===== config.mk =====
export PLATFORM = sky130hd
export DESIGN_NAME = intvec_ctrl
export DESIGN_NICKNAME = d
export VERILOG_FILES = /design/src/rtl/intvec_pkg.sv /design/src/rtl/intvec_base_reg.sv /design/src/rtl/intvec_arbiter.sv /design/src/rtl/intvec_wake.sv /design/src/rtl/intvec_ctrl.sv
export SDC_FILE = /design/constraint.sdc
export NUM_CORES = 1
export LEC_CHECK = 0
export ABC_AREA = 1
export CAP_MARGIN = 20
export CORE_ASPECT_RATIO = 1.75
export CORE_MARGIN = 8
export CORE_UTILIZATION = 30
export DETAILED_ROUTE_END_ITERATION = 6
export PLACE_DENSITY = 0.6
export SKIP_LAST_GASP = 1
export SLEW_MARGIN = 15
export SYNTH_ARGS = -nofsm -noshare
export SYNTH_HDL_FRONTEND = slang
export SYNTH_SLANG_ARGS = --single-unit

===== constraint.sdc =====
create_clock -name clk -period 1.4 [get_ports clk]
set_input_delay 0.14 -clock clk [delete_from_list [all_inputs] [get_ports clk]]
set_output_delay 0.14 -clock clk [all_outputs]
set_load 0.005 [all_outputs]

===== src/rtl/intvec_pkg.sv =====
package intvec_pkg;
    typedef enum logic {ST_IDLE, ST_DRIVE} vec_state_e;

    localparam logic [7:0] LO_IRQ_TOP  = 8'hF2;
    localparam logic [7:0] LO_XIRQ     = 8'hF4;
    localparam logic [7:0] LO_SWI      = 8'hF6;
    localparam logic [7:0] LO_TRAP     = 8'hF8;
    localparam logic [7:0] LO_NONE     = 8'h80;
    localparam logic [7:0] LO_RST_HI   = 8'hFE;
    localparam logic [7:0] LO_RST_MID  = 8'hFC;
    localparam logic [7:0] LO_RST_LO   = 8'hFA;
    localparam logic [7:0] BASE_RESET  = 8'hFF;
    localparam logic [7:0] BASE_FREEZE = 8'hFF;
    localparam logic [7:0] ABS_HI      = 8'hFF;
endpackage


===== src/rtl/intvec_base_reg.sv =====
module intvec_base_reg
    import intvec_pkg::*;
(
    input  logic       clk,
    input  logic       rst_n,
    input  logic       wr_en,
    input  logic [7:0] wr_data,
    input  logic       freeze,
    output logic [7:0] eff_base
);
    logic [7:0] base_q;

    always_ff @(posedge clk or negedge rst_n) begin
        if (!rst_n)     base_q <= BASE_RESET;
        else if (wr_en) base_q <= wr_data;
    end

    assign eff_base = freeze ? BASE_FREEZE : base_q;
endmodule


===== src/rtl/intvec_arbiter.sv =====
module intvec_arbiter
    import intvec_pkg::*;
#(
    parameter int NUM_IRQ = 8
) (
    input  logic [NUM_IRQ-1:0] irq_req,
    input  logic               i_mask,
    input  logic               xirq_req,
    input  logic               x_mask,
    input  logic               swi_req,
    input  logic               trap_req,
    input  logic [2:0]         rst_src,
    output logic               sel_abs,
    output logic [7:0]         sel_low
);
    logic [NUM_IRQ-1:0] irq_live;
    assign irq_live = i_mask ? '0 : irq_req;

    always_comb begin
        sel_abs = 1'b0;
        sel_low = LO_NONE;
        // lowest-urgency classes first; each later hit overrides
        for (int k = NUM_IRQ - 1; k >= 0; k--) begin
            if (irq_live[k]) sel_low = LO_IRQ_TOP - 8'(2 * k);
        end
        if (xirq_req && !x_mask) sel_low = LO_XIRQ;
        if (swi_req)             sel_low = LO_SWI;
        if (trap_req)            sel_low = LO_TRAP;
        if (|rst_src) begin
            sel_abs = 1'b1;
            if (rst_src[2])      sel_low = LO_RST_HI;
            else if (rst_src[1]) sel_low = LO_RST_MID;
            else                 sel_low = LO_RST_LO;
        end
    end
endmodule


===== src/rtl/intvec_wake.sv =====
module intvec_wake #(
    parameter int NUM_IRQ = 8
) (
    input  logic [NUM_IRQ-1:0] irq_req,
    input  logic [NUM_IRQ-1:0] stop_wake_en,
    input  logic               i_mask,
    input  logic               xirq_req,
    input  logic               x_mask,
    input  logic               wait_mode,
    input  logic               stop_mode,
    output logic               wake
);
    logic [NUM_IRQ-1:0] run_q, stop_q;

    for (genvar k = 0; k < NUM_IRQ; k++) begin : g_qual
        assign run_q[k]  = irq_req[k] && !i_mask;
        assign stop_q[k] = run_q[k] && stop_wake_en[k];
    end

    logic x_live;
    assign x_live = xirq_req && !x_mask;

    assign wake = (wait_mode && (|run_q || x_live)) ||
                  (stop_mode && (|stop_q || x_live));
endmodule


===== src/rtl/intvec_ctrl.sv =====
module intvec_ctrl
    import intvec_pkg::*;
#(
    parameter int NUM_IRQ = 8
) (
    input  logic               clk,
    input  logic               rst_n,
    input  logic               base_wr_en,
    input  logic [7:0]         base_wr_data,
    input  logic               freeze,
    input  logic [NUM_IRQ-1:0] irq_req,
    input  logic [NUM_IRQ-1:0] stop_wake_en,
    input  logic               i_mask,
    input  logic               xirq_req,
    input  logic               x_mask,
    input  logic               swi_req,
    input  logic               trap_req,
    input  logic [2:0]         rst_src,
    input  logic               wait_mode,
    input  logic               stop_mode,
    input  logic               vec_req,
    output logic               vec_valid,
    output logic [15:0]        vec_addr,
    output logic               wake
);
    logic [7:0] eff_base;
    logic       sel_abs;
    logic [7:0] sel_low;

    intvec_base_reg u_base (
        .clk     (clk),
        .rst_n   (rst_n),
        .wr_en   (base_wr_en),
        .wr_data (base_wr_data),
        .freeze  (freeze),
        .eff_base(eff_base)
    );

    intvec_arbiter #(.NUM_IRQ(NUM_IRQ)) u_arb (
        .irq_req (irq_req),
        .i_mask  (i_mask),
        .xirq_req(xirq_req),
        .x_mask  (x_mask),
        .swi_req (swi_req),
        .trap_req(trap_req),
        .rst_src (rst_src),
        .sel_abs (sel_abs),
        .sel_low (sel_low)
    );

    intvec_wake #(.NUM_IRQ(NUM_IRQ)) u_wake (
        .irq_req     (irq_req),
        .stop_wake_en(stop_wake_en),
        .i_mask      (i_mask),
        .xirq_req    (xirq_req),
        .x_mask      (x_mask),
        .wait_mode   (wait_mode),
        .stop_mode   (stop_mode),
        .wake        (wake)
    );

    vec_state_e state_q, state_d;
    logic [15:0] addr_q;
    logic        capture;

    always_comb begin
        state_d = state_q;
        capture = 1'b0;
        unique case (state_q)
            ST_IDLE: begin
                if (vec_req) begin
                    state_d = ST_DRIVE;
                    capture = 1'b1;
                end
            end
            ST_DRIVE: state_d = ST_IDLE;
            default:  state_d = ST_IDLE;
        endcase
    end

    always_ff @(posedge clk or negedge rst_n) begin
        if (!rst_n) begin
            state_q <= ST_IDLE;
            addr_q  <= '0;
        end else begin
            state_q <= state_d;
            if (capture) addr_q <= {sel_abs ? ABS_HI : eff_base, sel_low};
        end
    end

    always_comb begin
        vec_valid = (state_q == ST_DRIVE);
        vec_addr  = addr_q;
    end
endmodule


==> metrics.csv, run 1 <==
stage;metric;value;unit
status;status;completed;
pwr;power;1.485;mW
routing;ant_nets;0;
clock_network;htree_levels;1;
floorplanning;coreArea;3791;sq um
routing;num_vias;1167;
final_layout;diodes;0;
floorplanning;initial_core_util;30.26;%
synthesis;ys_seq_area_share;51.04;%
placement;io_buffers;55;
clock_network;numClockSinks;23;
critical_path;worst_path_max_delay_cell;clkdlybuf4s50_1;
placement;dp_slack;-0.5411;ns
routing;drt-initial-drc-count;64;
routing;wire_per_inst;13.80;um
clock_network;cts.path.max_buffers;2;
timing;max_freq;754.9;MHz
clock_network;clk_latency;0.26;ns
final_layout;nets;244;
clock_network;cts_root_buffer;clkbuf_8;
routing;wl;3477;um
synthesis;syn_nets;180;
clock_network;ctsHoldBuffers;0;
floorplanning;die_w;62.75;um
timing;final.setup_skew;0.001884;ns
final_layout;design_area;1857;sq um
timing;final-setup-viol-count;0;
critical_path;endpoint_kind;output port;
floorplanning;io_pins;57;
grt;grtUsageTotal;11.77;%
timing;finalWorstSetupSlack;0.07532;ns
grt;grt_pass1_wl;5899;um
timing;finalCriticalPeriod;1.325;ns
floorplanning;rows;30;
synthesis;yosys_warnings;0;
critical_path;arrival;1.18;ns
synthesis;synth_top_area_cell;dfrtp_1;
timing;rsz0062_at_grt;false;
critical_path;critPathMaxStageDelay;0.40;ns
grt;grt_remaining_overflow;0;
placement;place_congestion;0.8610;
placement;dp_cells;246;
routing;post-route-drc-count;0;
floorplanning;chipHeight;97.81;um
synthesis;syn_area_per_cell;8.137;sq um
pwr;power.leakage;0.8230;nW
synthesis;synthDistinctLibCells;25;
synthesis;syn_area;1147;sq um
floorplanning;dieArea;6138;sq um
synthesis;synth_seq_cells;23;
clock_network;cts_buffers;3;
timing;period_share;94.62;%
synthesis;synthCells;141;
final_layout;layout-drive-gt1-share;17.16;%
grt;grt_max_degree;24;
final_layout;area_growth;61.83;%
critical_path;cp_max_fo;1;
clock_network;clkTransAtPathRegs;0.08;ns
final_layout;utilization;48.98;%
critical_path;worstPathRequired;1.26;ns
critical_path;start_kind;input port;
clock_network;cts_tree;done;
critical_path;path_buf_inv;2;
run;maxCapViolCount;0;
critical_path;crit_chain;clkdlybuf4s50_1, nand3_1, nand4_1, o31ai_1, o21ai_1, buf_2;
pwr;power_density;799.7;nW/um^2
placement;hpwl;2871;um
critical_path;crit_family;buffers and inverters;
synthesis;synth.top_cell.area_share;32.72;%
routing;dr.pass1.iters;4;
grt;grt_pass1_vias;1232;
pwr;ir_drop;0.0006316;V
timing;drv_slew;0;
final_layout;finalNonFillerCells;252;
worst_hold_path;hp-class;in2async;
placement;dpl_cell_area;1779;sq um
final_layout;n_fill_cell;380;
synthesis;netlist_top_cells_area;dfrtp_1, dfstp_2, nand2_1;
timing;hold_viol;0;
grt;antenna_found_initial;0;
routing;vias_per_cell;4.631;
critical_path;worst-setup-path-type;in2out;
-- final timing paths --
kind,from,to,slack (ns),cells past startpoint
min,rst_n,vec_addr[10],0.22,2
max,stop_wake_en[1],wake,0.08,6
max in group asynchronous,rst_n,u_base.base_q[7],0.90,2
min in group clk,base_wr_data[7],u_base.base_q[7],0.40,3
max reg2reg,vec_valid,vec_addr[4],0.24,6
min reg2reg,vec_addr[7],vec_addr[7],0.49,1
-- report_power, final --
| group | total [mW] | internal (mW) | leakage, nW | switching, mW |
|---|---|---|---|---|
| registers | 0.739 | 0.720 | 0.227 | 0.0187 |
| clock network | 0.409 | 0.203 | 0.0228 | 0.206 |
| logic | 0.337 | 0.186 | 0.573 | 0.151 |
-- synthesized netlist by cell type (all sizes together) --
library cell and number:
a21oi 5, a31oi 8, buf 4, clkbuf 1, clkinv 1, conb 1, dfrtp 15, dfstp 8
inv 21, nand2 28, nand3 12, nand4 2, nor2 17, nor3 1, nor4 1, o211ai 1
o21ai 13, o31ai 1, or2 1
-- cells by family (layout without fill, tap and decap cells) --
| logic type | count (synthesis) | after routing | synth area share [%] |
|---|---|---|---|
| AO/OA/AOI/OAI | 28 | 28 | 13.52 |
| buffers and inverters | 27 | 90 | 9.922 |
| flip-flops | 23 | 23 | 51.04 |
| other | 1 | 1 | 0.3268 |
| AND/OR/NAND/NOR | 62 | 62 | 25.19 |
-- through the flow --
stage | setup TNS (ns) | hold WS [ns]
final | 0 | 0.2193
after global routing | 0 | 0.2545
after CTS | 0 | 0.2235
after detailed placement | -1.054 | 0.4751
after global placement | -0.8850 | 0.4578
after floorplan | 0 | -0.1556
-- layer usage --
| layer | track usage [%] | wire, um |
|---|---|---|
| met4 | 4.240 | 35 |
| met2 | 21.79 | 1879 |
| met5 | 0 | 0 |
| met3 | 2.982 | 207 |
| met1 | 12.28 | 1355 |
-- flip-flops by register name (all words and copies together) (netlist names) --
register / cells
u_base.base_q: 8
vec_addr: 14
vec_valid: 1
-- layout make-up --
| type | count | area (sq um) | share of cell area [%] |
|---|---|---|---|
| Clock buffer | 4 | 45.04 | 2.426 |
| Multi-Input combinational cell | 91 | 473.0 | 25.47 |
| Inverter | 22 | 85.08 | 4.582 |
| Timing Repair Buffer | 64 | 608.1 | 32.75 |
| Sequential cell | 23 | 585.6 | 31.54 |
| Tap cell | 48 | 60.06 | 3.235 |
-- what timing repair did --
| action | 4_1_cts | 5_1_grt |
|---|---|---|
| setup endpoints to repair | 1 | 1 |
| pin swaps | 5 | 2 |
| setup buffers | 2 | 0 |
| gates resized for setup | 19 | 3 |
-- layout by cell type (no fill, tap or decap), types with 5 or more instances in the layout --
master and count:
buf_4 9, nand2_1 25, dlygate4sd2_1 8, a21oi_1 5
o21ai_0 9, inv_1 18, dfrtp_1 15, clkdlybuf4s50_1 44
nor2_1 14, a31oi_1 8, nand3_1 11, dfstp_2 8
Power figures use the tool's default switching activity.
==> run 2, diff against run 1 <==
--- a/config.mk
+++ b/config.mk
@@ -10,6 +10,7 @@
 export CORE_ASPECT_RATIO = 1.75
 export CORE_MARGIN = 8
 export CORE_UTILIZATION = 30
+export CTS_CLUSTER_DIAMETER = 100
 export DETAILED_ROUTE_END_ITERATION = 6
 export PLACE_DENSITY = 0.6
 export SKIP_LAST_GASP = 1
==> results of run 2 <==
No change in the layout: final DEF, timing and power equal those of run 1.
==> run 3, diff against run 2 <==
--- a/config.mk
+++ b/config.mk
@@ -12,9 +12,10 @@
 export CORE_UTILIZATION = 30
 export CTS_CLUSTER_DIAMETER = 100
 export DETAILED_ROUTE_END_ITERATION = 6
-export PLACE_DENSITY = 0.6
+export PLACE_DENSITY = 0.55
 export SKIP_LAST_GASP = 1
 export SLEW_MARGIN = 15
 export SYNTH_ARGS = -nofsm -noshare
 export SYNTH_HDL_FRONTEND = slang
+export SYNTH_HIERARCHICAL = 1
 export SYNTH_SLANG_ARGS = --single-unit
==> constraint.sdc (replaced) <==
create_clock -name clk -period 1.7 [get_ports clk]
set_input_delay 0.17 -clock clk [delete_from_list [all_inputs] [get_ports clk]]
set_output_delay 0.17 -clock clk [all_outputs]
set_load 0.005 [all_outputs]
==> run 3 against run 2 <==
Critical path depth increased by 3. Sequential power decreased by 3.9%. Combinational power increased by 26%. Highest routed layer unchanged. Clock skew increased by 0.0077 ns. Sequential share of layout area decreased by 2.7 points. Non-clock buffer count increased by 3. Critical path type is now in2reg. Clock-buffer cell count decreased by 1. Design area increased by 19%. Routed wire length increased by 12%.
==> metrics.csv, run 3 <==
stage;metric;value;unit
status;status;completed;
pwr;ir_drop;0.0004440;V
routing;post-route-drc-count;0;
routing;drt-initial-drc-count;29;
routing;vias_per_cell;4.300;
pwr;internal_power;1.080;mW
clock_network;cts.path.max_buffers;2;
grt;grt_pass1_wl;6713;um
floorplanning;chipHeight;109.8;um
clock_network;clkTransAtPathRegs;0.09;ns
pwr;sw_frac_of_total;27.51;%
floorplanning;dieArea;7645;sq um
synthesis;synth-async-reset-ratio;100.0;%
placement;place_congestion;0.8335;
placement;io_buffers;56;
synthesis;synth_edf_count;0;
final_layout;nets;319;
timing;drv_slew;0;
routing;dr.pass1.iters;4;
final_layout;utilization;45.04;%
final_layout;diodes;0;
synthesis;synth_most_common_cell;nand2_1;
routing;num_vias;1432;
critical_path;ff2ff_path_depth;4;
critical_path;r2r-end;vec_addr[4];
clock_network;cts_buffers;3;
clock_network;cts_tree;done;
placement;hpwl;3299;um
timing;period_share;82.33;%
placement;dpl_cell_area;2146;sq um
clock_network;numClockSinks;25;
critical_path;cp_max_fo;2;
routing;wl;3910;um
timing;max_freq;714.5;MHz
grt;grt_pass1_vias;1471;
pwr;power_frac_comb;28.6;%
clock_network;htree_levels;1;
critical_path;endpoint_kind;register;
synthesis;netlist_top_cells_area;dfrtp_1, nand2_1, dfstp_2;
critical_path;worstPathRequired;1.86;ns
final_layout;final_cell_mix;nand2_1, clkdlybuf4s50_1, inv_1, dfrtp_1, nand3_1;
pwr;power.leakage;1.149;nW
floorplanning;rows;34;
final_layout;multi_input_area;696.9;sq um
critical_path;worst-setup-path-type;in2reg;
floorplanning;die_w;69.61;um
pwr;p_clk_share;23.7;%
worst_hold_path;hp-class;in2async;
critical_path;r2r_slack;0.68;ns
final_layout;final-seq-area;635.6;sq um
floorplanning;io_pins;57;
grt;grt_max_degree;26;
synthesis;synthDistinctLibCells;24;
placement;dp_slack;-0.1513;ns
timing;rsz0062_at_grt;false;
timing;finalWorstSetupSlack;0.3005;ns
pwr;power;1.490;mW
routing;ant_nets;0;
synthesis;syn_nets;253;
synthesis;syn_area;1509;sq um
timing;final.setup_skew;0.009619;ns
final_layout;n_fill_cell;512;
clock_network;cts_root_buffer;clkbuf_8;
final_layout;design_area;2203;sq um
grt;grtUsageTotal;10.62;%
synthesis;synth_ff_type;dfrtp_1;
synthesis;yosys_warnings;6;
grt;antenna_found_initial;0;
pwr;power_density;676.1;nW/um^2
final_layout;area_growth;46.02;%
routing;wire_per_inst;11.74;um
placement;dp_cells;328;
synthesis;synth_top_area_cell;dfrtp_1;
timing;finalSetupTns;0;ns
pwr;power_switching;0.4098;mW
critical_path;arrival;1.56;ns
timing;whs;0.2529;ns
timing;final-setup-viol-count;0;
run;maxCapViolCount;0;
timing;finalCriticalPeriod;1.400;ns
final_layout;final_common_cell;nand2_1;
timing;hold_viol;0;
critical_path;start_kind;input port;
final_layout;finalNonFillerCells;333;
synthesis;ys_seq_area_share;42.12;%
synthesis;synthCells;214;
synthesis;synth_common_cells;nand2_1, inv_1, dfrtp_1, nand3_1, nor2_1;
clock_network;ctsHoldBuffers;0;
grt;grt_remaining_overflow;0;
synthesis;synth.top_cell.area_share;28.19;%
floorplanning;coreArea;4892;sq um
final_layout;layout-drive-gt1-share;15.41;%
pwr;p_seq_share;47.7;%
final_layout;largest_reg_flops;16;
critical_path;rr_startpoint;vec_valid;
synthesis;synth_seq_cells;25;
clock_network;clk_latency;0.27;ns
floorplanning;initial_core_util;30.84;%
synthesis;syn_area_per_cell;7.051;sq um
[run 3: area by class of cell]
type,count,share of cell area (%)
Clock inverter,1,0.2271
Tap cell,54,3.066
Timing Repair inverter,1,0.3407
Clock buffer,3,1.874
Sequential cell,25,28.85
Inverter,26,4.884
Timing Repair Buffer,67,29.13
Multi-Input combinational cell,156,31.63
[run 3: cells by family after synthesis]
family | share of synthesized area [%]
compound gates | 2.321
buf+inv | 11.86
flops | 42.12
other cells | 0.4977
simple gates | 43.20
[run 3: repair_timing]
| item | in CTS | in global routing |
|---|---|---|
| buffers inserted | 0 | 0 |
| cloned | 1 | 0 |
| endpoints found under the setup margin | 1 | 1 |
| endpoints found under the hold margin | 0 | 0 |
| resized for setup | 12 | 2 |
| pin swaps | 0 | 0 |
[run 3: per-layer routing]
metal	vias to the layer above	share of wire (%)	track usage (%)
li1	766	-	-
met2	45	53	19.72
met3	8	7.6	3.523
met4	0	3.0	6.061
met5	-	0	0
met1	613	37	10.04
[run 3: worst max-delay path: stages]
cell and delay, ns:
clkdlybuf4s50_1 0.47, inv_1 0.04, nand2_1 0.09, nand2_1 0.10
nor2_2 0.14, nand2_2 0.06, or3_1 0.34, nand3_1 0.10
nand2_1 0.05
[run 3: power by group through the flow]
| stage | clock network [mW] | logic, mW | registers, mW |
|---|---|---|---|
| after floorplan | 0 | 0.176 | 0.723 |
| after global placement | 0 | 0.436 | 0.722 |
| after detailed placement | 0 | 0.439 | 0.723 |
| after CTS | 0.370 | 0.438 | 0.712 |
| after global routing | 0.384 | 0.483 | 0.720 |
| final | 0.353 | 0.426 | 0.710 |
[run 3: how the worst max path moves through the flow]
stage | start | cells past startpoint | slack [ns] | endpoint
after global routing | x_mask | 9 | 0.13 | vec_addr[5]
after global placement | i_mask | 9 | -0.14 | wake
after CTS | irq_req[0] | 8 | 0.005 | wake
final | x_mask | 9 | 0.30 | vec_addr[5]
after floorplan | rst_src[0] | 8 | 0.45 | vec_addr[6]
after detailed placement | i_mask | 9 | -0.15 | wake
